$ cat config.mk
export PLATFORM = sky130hd
export DESIGN_NAME = irq_src_cond
export DESIGN_NICKNAME = d
export VERILOG_FILES = /design/src/rtl/irq_cond_pkg.sv /design/src/rtl/irq_src_cell.sv /design/src/rtl/irq_reg_decode.sv /design/src/rtl/irq_src_cond.sv
export SDC_FILE = /design/constraint.sdc
export NUM_CORES = 1
export LEC_CHECK = 0
export BUFFER_PORTS_ARGS = -buffer_cell sky130_fd_sc_hd__buf_2
export CELL_PAD_IN_SITES_DETAIL_PLACEMENT = 0
export CELL_PAD_IN_SITES_GLOBAL_PLACEMENT = 2
export CORE_MARGIN = 3
export CORE_UTILIZATION = 35
export DETAILED_ROUTE_END_ITERATION = 6
export PLACE_DENSITY = 0.86
export SYNTH_ARGS = -nofsm -noshare
export SYNTH_HDL_FRONTEND = slang
export SYNTH_SLANG_ARGS = --single-unit
$ cat constraint.sdc
create_clock -name clk -period 5.3 [get_ports clk]
set_input_delay 1.59 -clock clk [delete_from_list [all_inputs] [get_ports clk]]
set_output_delay 1.59 -clock clk [all_outputs]
set_load 0.05 [all_outputs]
$ cat src/rtl/irq_cond_pkg.sv
package irq_cond_pkg;

    typedef enum logic [2:0] {
        MODE_OFF  = 3'd0,
        MODE_RISE = 3'd1,
        MODE_FALL = 3'd2,
        MODE_HIGH = 3'd3,
        MODE_LOW  = 3'd4
    } sense_e;

    // Word addresses of the shared registers (mode words occupy 0..NSRC-1)
    localparam int A_SETNUM   = 128;
    localparam int A_CLRNUM   = 129;
    localparam int A_ENBANK   = 136;
    localparam int A_PENDBANK = 144;

    function automatic sense_e to_sense(logic [2:0] code);
        if (code > 3'd4) return MODE_OFF;
        return sense_e'(code);
    endfunction

endpackage

$ cat src/rtl/irq_src_cell.sv
module irq_src_cell
    import irq_cond_pkg::*;
(
    input  logic       clk,
    input  logic       rst_n,
    input  logic       irq_i,
    input  logic       cfg_we,
    input  logic [2:0] cfg_mode,
    input  logic       en_set,
    input  logic       en_clr,
    input  logic       pend_clr,
    output sense_e     mode_o,
    output logic       pend_o,
    output logic       en_o
);

    typedef struct packed {
        sense_e mode;
        logic   prev;
        logic   pend;
        logic   en;
    } cell_t;

    cell_t s_d, s_q;
    logic  rise, fall;

    always_comb begin
        s_d      = s_q;
        s_d.prev = irq_i;
        rise     = irq_i & ~s_q.prev;
        fall     = ~irq_i & s_q.prev;
        unique case (s_q.mode)
            MODE_RISE: s_d.pend = (s_q.pend & ~pend_clr) | rise;
            MODE_FALL: s_d.pend = (s_q.pend & ~pend_clr) | fall;
            MODE_HIGH: s_d.pend = irq_i & ~pend_clr;
            MODE_LOW:  s_d.pend = ~irq_i & ~pend_clr;
            default:   s_d.pend = 1'b0;
        endcase
        if (cfg_we) begin
            s_d.mode = to_sense(cfg_mode);
            s_d.pend = 1'b0;
        end
        if (en_set) s_d.en = 1'b1;
        if (en_clr) s_d.en = 1'b0;
    end

    always_ff @(posedge clk or negedge rst_n) begin
        if (!rst_n) s_q <= '{mode: MODE_OFF, prev: 1'b0, pend: 1'b0, en: 1'b0};
        else        s_q <= s_d;
    end

    assign mode_o = s_q.mode;
    assign pend_o = s_q.pend;
    assign en_o   = s_q.en;

    AST_OFF_QUIET: assert property (@(posedge clk) disable iff (!rst_n)
        (mode_o == MODE_OFF) |-> !pend_o);
    AST_RISE_SETS: assert property (@(posedge clk) disable iff (!rst_n)
        (mode_o == MODE_RISE && !cfg_we && irq_i && !s_q.prev) |=> pend_o);
    AST_EDGE_HOLDS: assert property (@(posedge clk) disable iff (!rst_n)
        ((mode_o == MODE_RISE || mode_o == MODE_FALL) && pend_o && !pend_clr && !cfg_we) |=> pend_o);
    AST_FALL_SETS: assert property (@(posedge clk) disable iff (!rst_n)
        (mode_o == MODE_FALL && !cfg_we && !irq_i && s_q.prev) |=> pend_o);
    AST_LEVEL_HIGH: assert property (@(posedge clk) disable iff (!rst_n)
        (mode_o == MODE_HIGH && !cfg_we && !pend_clr) |=> (pend_o == $past(irq_i)));
    AST_CLAIM_EDGE: assert property (@(posedge clk) disable iff (!rst_n)
        (mode_o == MODE_RISE && pend_clr && !cfg_we && !(irq_i && !s_q.prev)) |=> !pend_o);
    AST_CFG_CLEARS: assert property (@(posedge clk) disable iff (!rst_n)
        cfg_we |=> !pend_o);
    AST_EN_SET: assert property (@(posedge clk) disable iff (!rst_n)
        (en_set && !en_clr) |=> en_o);
    AST_EN_CLR: assert property (@(posedge clk) disable iff (!rst_n)
        en_clr |=> !en_o);

endmodule

$ cat src/rtl/irq_reg_decode.sv
module irq_reg_decode
    import irq_cond_pkg::*;
#(
    parameter int NSRC   = 40,
    parameter int ADDR_W = 8,
    parameter int ID_W   = 8
) (
    input  logic              bus_we,
    input  logic [ADDR_W-1:0] bus_addr,
    input  logic [31:0]       bus_wdata,
    input  logic              claim_valid,
    input  logic [ID_W-1:0]   claim_id,
    output logic [NSRC-1:0]   cfg_we,
    output logic [NSRC-1:0]   en_set,
    output logic [NSRC-1:0]   en_clr,
    output logic [NSRC-1:0]   pend_clr
);

    logic wr_setnum, wr_clrnum;

    assign wr_setnum = bus_we && (bus_addr == ADDR_W'(A_SETNUM));
    assign wr_clrnum = bus_we && (bus_addr == ADDR_W'(A_CLRNUM));

    for (genvar i = 0; i < NSRC; i++) begin : g_src
        localparam int K    = i + 1;
        localparam int BANK = K / 32;
        localparam int BIT  = K % 32;
        assign cfg_we[i]   = bus_we && (bus_addr == ADDR_W'(i));
        assign en_set[i]   = wr_setnum && (bus_wdata == 32'(K));
        assign en_clr[i]   = (wr_clrnum && (bus_wdata == 32'(K)))
                           || (bus_we && (bus_addr == ADDR_W'(A_ENBANK + BANK)) && bus_wdata[BIT]);
        assign pend_clr[i] = claim_valid && (claim_id == ID_W'(K));
    end

endmodule

$ cat src/rtl/irq_src_cond.sv
module irq_src_cond
    import irq_cond_pkg::*;
#(
    parameter int NSRC   = 40,
    parameter int ADDR_W = 8,
    parameter int ID_W   = 8
) (
    input  logic              clk,
    input  logic              rst_n,
    input  logic [NSRC-1:0]   irq_i,
    input  logic              bus_we,
    input  logic [ADDR_W-1:0] bus_addr,
    input  logic [31:0]       bus_wdata,
    output logic [31:0]       bus_rdata,
    input  logic              claim_valid,
    input  logic [ID_W-1:0]   claim_id,
    output logic [NSRC-1:0]   pend_o,
    output logic [NSRC-1:0]   en_o
);

    localparam int NBANK = NSRC / 32 + 1;

    logic [NSRC-1:0] cfg_we, en_set, en_clr, pend_clr;
    sense_e          mode_w [NSRC];
    logic [NBANK*32-1:0] en_pad, pend_pad;

    irq_reg_decode #(.NSRC(NSRC), .ADDR_W(ADDR_W), .ID_W(ID_W)) u_dec (
        .bus_we      (bus_we),
        .bus_addr    (bus_addr),
        .bus_wdata   (bus_wdata),
        .claim_valid (claim_valid),
        .claim_id    (claim_id),
        .cfg_we      (cfg_we),
        .en_set      (en_set),
        .en_clr      (en_clr),
        .pend_clr    (pend_clr)
    );

    for (genvar i = 0; i < NSRC; i++) begin : g_cell
        irq_src_cell u_cell (
            .clk      (clk),
            .rst_n    (rst_n),
            .irq_i    (irq_i[i]),
            .cfg_we   (cfg_we[i]),
            .cfg_mode (bus_wdata[2:0]),
            .en_set   (en_set[i]),
            .en_clr   (en_clr[i]),
            .pend_clr (pend_clr[i]),
            .mode_o   (mode_w[i]),
            .pend_o   (pend_o[i]),
            .en_o     (en_o[i])
        );
    end

    always_comb begin
        en_pad             = '0;
        pend_pad           = '0;
        en_pad[NSRC:1]     = en_o;
        pend_pad[NSRC:1]   = pend_o;
    end

    always_comb begin
        bus_rdata = '0;
        for (int i = 0; i < NSRC; i++)
            if (bus_addr == ADDR_W'(i)) bus_rdata = {29'b0, 3'(mode_w[i])};
        for (int b = 0; b < NBANK; b++) begin
            if (bus_addr == ADDR_W'(A_ENBANK + b))   bus_rdata = en_pad[b*32 +: 32];
            if (bus_addr == ADDR_W'(A_PENDBANK + b)) bus_rdata = pend_pad[b*32 +: 32];
        end
    end

    AST_BAD_SETNUM: assert property (@(posedge clk) disable iff (!rst_n)
        (bus_we && bus_addr == ADDR_W'(A_SETNUM) && (bus_wdata == 32'd0 || bus_wdata > 32'(NSRC)))
        |=> $stable(en_o));
    AST_BAD_CLAIM: assert property (@(posedge clk) disable iff (!rst_n)
        (claim_valid && (claim_id == '0 || 32'(claim_id) > 32'(NSRC))) |-> (pend_clr == '0));

endmodule

# [Word-level counts from Yosys, hierarchy flattened]
# Index checks and enable logic that the tools add are counted.
[op_classes] n_lt_le_gt_ge=1 eq_ne=285 muxes=286 n_bitwise=400 reduce_logical=285
[op_table] operator="32-bit two-way mux" count=43
[op_table] operator="32-bit by 5-bit == test with 1-bit output (second input constant)" count=16
[op_table] operator="32-bit by 6-bit == test with 1-bit output (second input constant)" count=9
[op_table] operator="32-bit by 4-bit == test with 1-bit output (second input constant)" count=8
[op_table] operator="8-bit by 5-bit == test with 1-bit output (second input constant)" count=32
[op_table] operator="3-bit by 2-bit == test with 1-bit output (second input constant)" count=80
[op_table] operator="1-bit logical AND" count=204
[op_table] operator="1-bit AND" count=200
[op_table] operator="1-bit two-way mux" count=161
[op_table] operator="1-bit case mux with 4 select lines" count=40
[op_table] operator="8-bit by 6-bit == test with 1-bit output (second input constant)" count=17
[op_table] operator="32-bit by 3-bit == test with 1-bit output (second input constant)" count=4
[op_table] operator="8-bit by 4-bit == test with 1-bit output (second input constant)" count=16
[op_table] operator="3-bit two-way mux" count=42
[op_table] operator="3-bit by 1-bit == test with 1-bit output (second input constant)" count=40
[op_table] operator="3-bit == test (second input constant)" count=40
[op_table] operator="1-bit inverter" count=120
[op_table] operator="1-bit bitwise OR" count=80
[op_table] operator="2-bit nonzero test" count=40
[op_table] operator="32-bit by 2-bit == test with 1-bit output (second input constant)" count=2
[op_table] operator="8-bit by 3-bit == test with 1-bit output (second input constant)" count=8
[op_table] operator="8-bit == test (second input constant)" count=6
[op_table] operator="1-bit logical OR" count=40
[op_table] operator="32-bit by 1-bit == test with 1-bit output (second input constant)" count=1
[op_table] operator="4 further kinds" count=8
[totals] ff_bits=240 input_bits=92 output_inout_bits=112 elab_cells=1417

# [Longest topological paths before layout]
[logic_depth] depth_word=45 ltp_mapped=11 mapped_depth_nobuf=6

# [By module]
# Synthesis repeated with hierarchy kept, for this count alone.
[hier_totals] hier_cells=1900 area_unflattened_um2=17297.8
[by_module_without_submodules] module="irq_src_cell at g_cell[0].u_cell ..." instances=35 cells_per_inst=30 area_each_um2=329.1 seq_area_each_um2=150.1
[by_module_without_submodules] module="irq_src_cond" instances=1 cells_per_inst=341 area_each_um2=2260.9 seq_area_each_um2=0.0
[by_module_without_submodules] module="irq_reg_decode" instances=1 cells_per_inst=354 area_each_um2=1886.8 seq_area_each_um2=0.0
[by_module_without_submodules] module="irq_src_cell at g_cell[5].u_cell ..." instances=5 cells_per_inst=31 area_each_um2=326.6 seq_area_each_um2=150.1

# [Least setup slack after synthesis]
# Ideal clock, no wire load.
[synth_path] path_type="input port to output port" from="input bus_addr[0]" to="output bus_rdata[0]" t_arrival_ps=4170 required_time_ps=3710 setup_slack_ps=-460 cell_stages=9 n_path_buf=4 cell_sequence="buf_4 buf_4 buf_2 buf_2 a21oi_1 o32a_1 o221ai_1 nor2_1 o311ai_1"
[synth_via] elab_chain_len=45
[synth_lines] element="start: declaration" line="irq_src_cond.sv:12" source="input logic [ADDR_W-1:0] bus_addr,"
[synth_lines] element="8-bit zero test" line="irq_src_cond.sv:65" source="if (bus_addr == ADDR_W'(i)) bus_rdata = {29'b0, 3'(mode_w[i])};"
[synth_lines] element="3-bit two-way mux" line="irq_src_cond.sv:65"
[synth_lines] element="32-bit two-way mux (39 in series)" line="irq_src_cond.sv:65"
[synth_lines] element="32-bit two-way mux" line="irq_src_cond.sv:67" source="if (bus_addr == ADDR_W'(A_ENBANK + b)) bus_rdata = en_pad[b*32 +: 32];"
[synth_lines] element="32-bit two-way mux" line="irq_src_cond.sv:68" source="if (bus_addr == ADDR_W'(A_PENDBANK + b)) bus_rdata = pend_pad[b*32 +: 32];"
[synth_lines] element="32-bit two-way mux" line="irq_src_cond.sv:67"
[synth_lines] element="32-bit two-way mux (*)" line="irq_src_cond.sv:68"
[synth_lines] element="end: declaration" line="irq_src_cond.sv:14" source="output logic [31:0] bus_rdata,"
# Mark *: on every way between the ends. The rest lies on a longest branch, timed or not.

# [Worst setup path in the final report]
[layout_path] from="input bus_addr[1]" to="output bus_rdata[2]"
# Same word-level chain as after synthesis.

==> summary.log <==
[global_routing] total global-route track usage 0.248
[worst_setup_path] Worst path depth 9
[logic_synthesis] combinational family with the most area after synthesis simple AND/OR/NAND/NOR gates
[final_layout] post-route cell area 17,300 um2
[global_routing] met3 global-route usage 0.0468
[worst_setup_path] Worst Path Class, Setup input port to primary output
[global_routing] layer with the highest usage after global routing met2
[final_layout] Total Nets Final 1,942
[logic_synthesis] dominant cells by area after synthesis dfrtp_1 42%, a21oi_1 6.2%, nand2_1 5.4%
[drt] drt first-iter violations 1,403
[logic_synthesis] flip-flop cell with the highest count after synthesis dfrtp_1
[final_layout] share of the core filled with cells in the final layout 0.431
[worst_setup_path] critical path capture point type primary output
[power_and_ir_drop] Internal Pwr Total 3430 uW
[global_routing] global-route track usage on met2 0.392
[power_and_ir_drop] proportion of power drawn by flip-flops and latches 0.422
[timing] number of hold-slack violations in the final timing report 0
[power_and_ir_drop] relative contribution of the clock network to total power 0.480
[timing] final number of max-transition violations 0
[clock_network] H-Tree Level Count 1
[global_routing] GRT met1 Usage 0.346
[final_layout] antenna fix cells 0
[clock_network] clock-pin slew on the worst setup and hold paths 60 ps
[worst_setup_path] endpoint of the worst register-to-register path g_cell[0].u_cell.pend_o
[placed_design] IO buf count 203
[floorplan] Die ar. 43,600 um2
[worst_setup_path] worst setup path startpoint bus_addr[1]
[power_and_ir_drop] leakage power figure 0.00785 uW
[logic_synthesis] dominant cell type by area after synthesis dfrtp_1
[logic_synthesis] Avg Cell Area, Syn 8.55 um2
[logic_synthesis] part of the Yosys area used for sequential elements 0.417
[final_layout] area overhead of the layout relative to synthesis 20.4%
[drt] drt first pass iters 5
[clock_network] CTS sink cnt 240
[floorplan] # rows 73
[global_routing] first-pass GRT wire length 83,700 um
[worst_setup_path] Worst Path Required 3710 ps
[timing] worst setup slack after layout -39.3 ps
[timing] setup clock skew after layout 7.63 ps
[worst_setup_path] slack of the worst reg-to-reg path 3750 ps
[logic_synthesis] post-synthesis adder-cell area fraction 0
[power_and_ir_drop] net switching share of the total power 0.256
[placed_design] Placed Instance Area 16,100 um2
[logic_synthesis] compound-cell area share of the yosys netlist 0.212
[logic_synthesis] share of cell area taken by muxes after synthesis 0.0566
[floorplan] core area 40,200 um2
[floorplan] I/O pin count 204
[logic_synthesis] number of flops mapped to enable cells by yosys 0
[logic_synthesis] share of synthesized cell area in and, or, nand and nor gates 0.218
[timing] final setup TNS -39.3 ps
[timing] Relative slew margins 0.107
[drt] Routed WL per cell 23.3 um
[timing] min Tclk post-route 5340 ps
[timing] slew at the pin with the worst max-slew slack 1330 ps
[worst_setup_path] last element of the critical path bus_rdata[2]
[clock_network] library cell used as clock root buffer clkbuf_16
[global_routing] aggregate global routing overflow 0
[worst_setup_path] depth of the worst register-to-register path 6
[final_layout] layout cell share with drive strength beyond 1 0.256
[drt] final antenna-violating net count 0
[timing] number of endpoints failing setup at the final stage 1
[placed_design] final weighted congestion in routability-driven placement 0.970
[timing] final cycle utilization of the critical path 1.01
[worst_setup_path] Worst path max stage delay 760 ps
[power_and_ir_drop] areal power density over the cells 266 nW/um2
[logic_synthesis] Cell variety after synth 73
[power_and_ir_drop] Psw 1180 uW
[logic_synthesis] fraction of synthesized cell area taken by the top area cell type 0.417
[global_routing] antenna violations before repair 1
[clock_network] CTS Buf Count 29
[hold_path] class of the tightest hold or removal check register to register
[outcome] result of the run complete, but fails checks
[logic_synthesis] Post-Synthesis Cell Area 14,400 um2
[floorplan] effective utilization at floorplan 0.358
[worst_setup_path] Worst Setup Start Kind input port
[drt] # DRC 0
[drt] total length of routed wires 56,000 um
[worst_setup_path] family with the most delay on the worst path compound AO/OA/AOI/OAI gates
[power_and_ir_drop] IR drop worst, VDD 0.212 mV
[worst_setup_path] Worst Path Arrival 3750 ps
[clock_network] total setup buffers inserted after CTS 0
[logic_synthesis] YS warnings 0
[worst_setup_path] Critical R2R Launch g_cell[0].u_cell.mode_o[0]
[timing] Fmax achieved 187 MHz
[logic_synthesis] share of the synthesized netlist area taken by xor and xnor gates 0.0182
[worst_setup_path] cell-by-cell listing of the critical path clkbuf_4 > or4b_2 > buf_4 > o311a_1 > o21ai_0 > o211ai_1 > a21oi_1 > o21ai_2 > buf_12
[flow_run] max-capacitance violation count 0
[global_routing] largest net degree at the start of global routing 111
[worst_setup_path] number of buffers and inverters on the critical path 3
[worst_setup_path] Max FO, Critical Path 14
[clock_network] CTS tree yes
[floorplan] die extent in x 209 um
[logic_synthesis] synthesized instance count 1,685
[logic_synthesis] Yosys reg bits 240
[outcome] violated checks setup timing
[floorplan] DIE HEIGHT 209 um
[clock_network] clock buffer depth 3
[worst_setup_path] slowest stage cell on the critical path or4b_2
[logic_synthesis] nets in the synthesized netlist 1,777
[timing] unrepaired setup endpoints after global routing yes
[final_layout] number of fillers in the final layout 3,997
[drt] total via count in the routed design 13,783
[clock_network] clock latency on the worst-skew pair 570 ps
[clock_network] # hold bufs at CTS 0
[power_and_ir_drop] final total power 4610 uW
[placed_design] Post-Place Worst Slack -211 ps
[placed_design] Detailed Place HPWL 42,700 um
[drt] via/cell ratio 5.75
[power_and_ir_drop] Gate power share 0.098
[logic_synthesis] asr flop ratio synth 1.00
[global_routing] via count of the first global-routing pass 13,084
## metrics by stage
step	cells	hold WS, ps
final	2398	560
after global routing	2398	586
after CTS	2399	554
after detailed placement	2345	546
after global placement	2345	538
after floorplan	1685	461
## cells in the mapped netlist, types with 14 or more instances
cell type	n
dfrtp_1	240
nand2_1	206
a21oi_1	178
nor2_1	144
o21ai_0	112
clkbuf_1	87
buf_4	84
nand3_1	83
nor3_1	74
mux2_2	51
a221oi_1	41
xor2_1	30
a22o_1	23
o22ai_1	23
buf_2	22
nand2b_1	22
a31oi_1	20
a22oi_1	18
and2_1	18
o21a_1	17
nand3b_1	15
mux2i_1	14
## power by group through the flow
stage	clock (uW)	combinational (uW)	sequential, uW
after detailed placement	0	440	1980
after CTS	2250	447	1940
after global routing	2320	493	1950
after global placement	0	436	1980
after floorplan	0	241	1940
final	2210	453	1950
## worst register-to-register path: cells and delay by family, from the launching register on
kind             cells  cell delay, ps
multiplexers         1             370
AND/OR/NAND/NOR      1              60
flip-flops           1             500
AO/OA/AOI/OAI        4             500
## cells in the final DEF (no fill, tap or decap), drive strengths merged, types with 11 or more instances in the layout
cell type	instances
buf	329
dfrtp	240
nand2	206
a21oi	178
nor2	146
o21ai	112
nand3	83
nor3	76
mux2	52
a221oi	41
clkbuf	41
xor2	30
a22o	23
o22ai	23
nand2b	22
a31oi	20
and2	19
a22oi	18
o21a	17
nand3b	15
nor4	15
mux2i	14
nor4b	13
nor2b	11
and3	11
## layout make-up
class,instances,area [um2],share of cell area
Clock buffer,39,833,0.0481
Clock inverter,15,238,0.0137
Inverter,9,33.8,0.00195
Multi-Input combinational cell,1239,7450,0.430
Sequential cell,240,6010,0.346
Tap cell,525,657,0.0379
Timing Repair Buffer,331,2120,0.122
## kinds of logic (layout without fill, tap and decap cells)
family	after synthesis	in the layout
and+or+nand+nor	647	647
muxes	70	70
AOI/OAI and AO/OA	492	492
buffers and inverters	206	394
xor gates and xnor gates	30	30
DFF	240	240
## flip-flops by register name, summed over array words and instances (netlist names)
signal / cells
g_cell.u_cell.en_o: 40
g_cell.u_cell.pend_o: 40
g_cell.u_cell.mode_o: 120
g_cell.u_cell.s_q: 40
## worst min-delay path by stage
| stage | from | endpoint | slack [ps] | cells past startpoint |
|---|---|---|---|---|
| floorplan | g_cell[37].u_cell.mode_o[2] | g_cell[37].u_cell.pend_o | 460 | 1 |
| CTS | g_cell[37].u_cell.mode_o[2] | g_cell[37].u_cell.pend_o | 550 | 1 |
| global route | g_cell[21].u_cell.mode_o[2] | g_cell[21].u_cell.mode_o[2] | 590 | 2 |
| finish | g_cell[37].u_cell.mode_o[2] | g_cell[37].u_cell.pend_o | 560 | 1 |
| global placement | g_cell[37].u_cell.mode_o[2] | g_cell[37].u_cell.pend_o | 540 | 1 |
| detailed placement | g_cell[37].u_cell.mode_o[2] | g_cell[37].u_cell.pend_o | 550 | 1 |
## timing repair
action,in CTS,in global routing
gates resized for setup,20,23
setup endpoints to repair,4,3
pin swaps,5,6
cloned,0,0
## metal layers
layer	up-vias	routed length (um)
li1	6400	-
met1	6740	24900
met3	110	4140
met5	-	20
met2	531	24900
met4	2	1990
(Power assumes the default switching activity.)
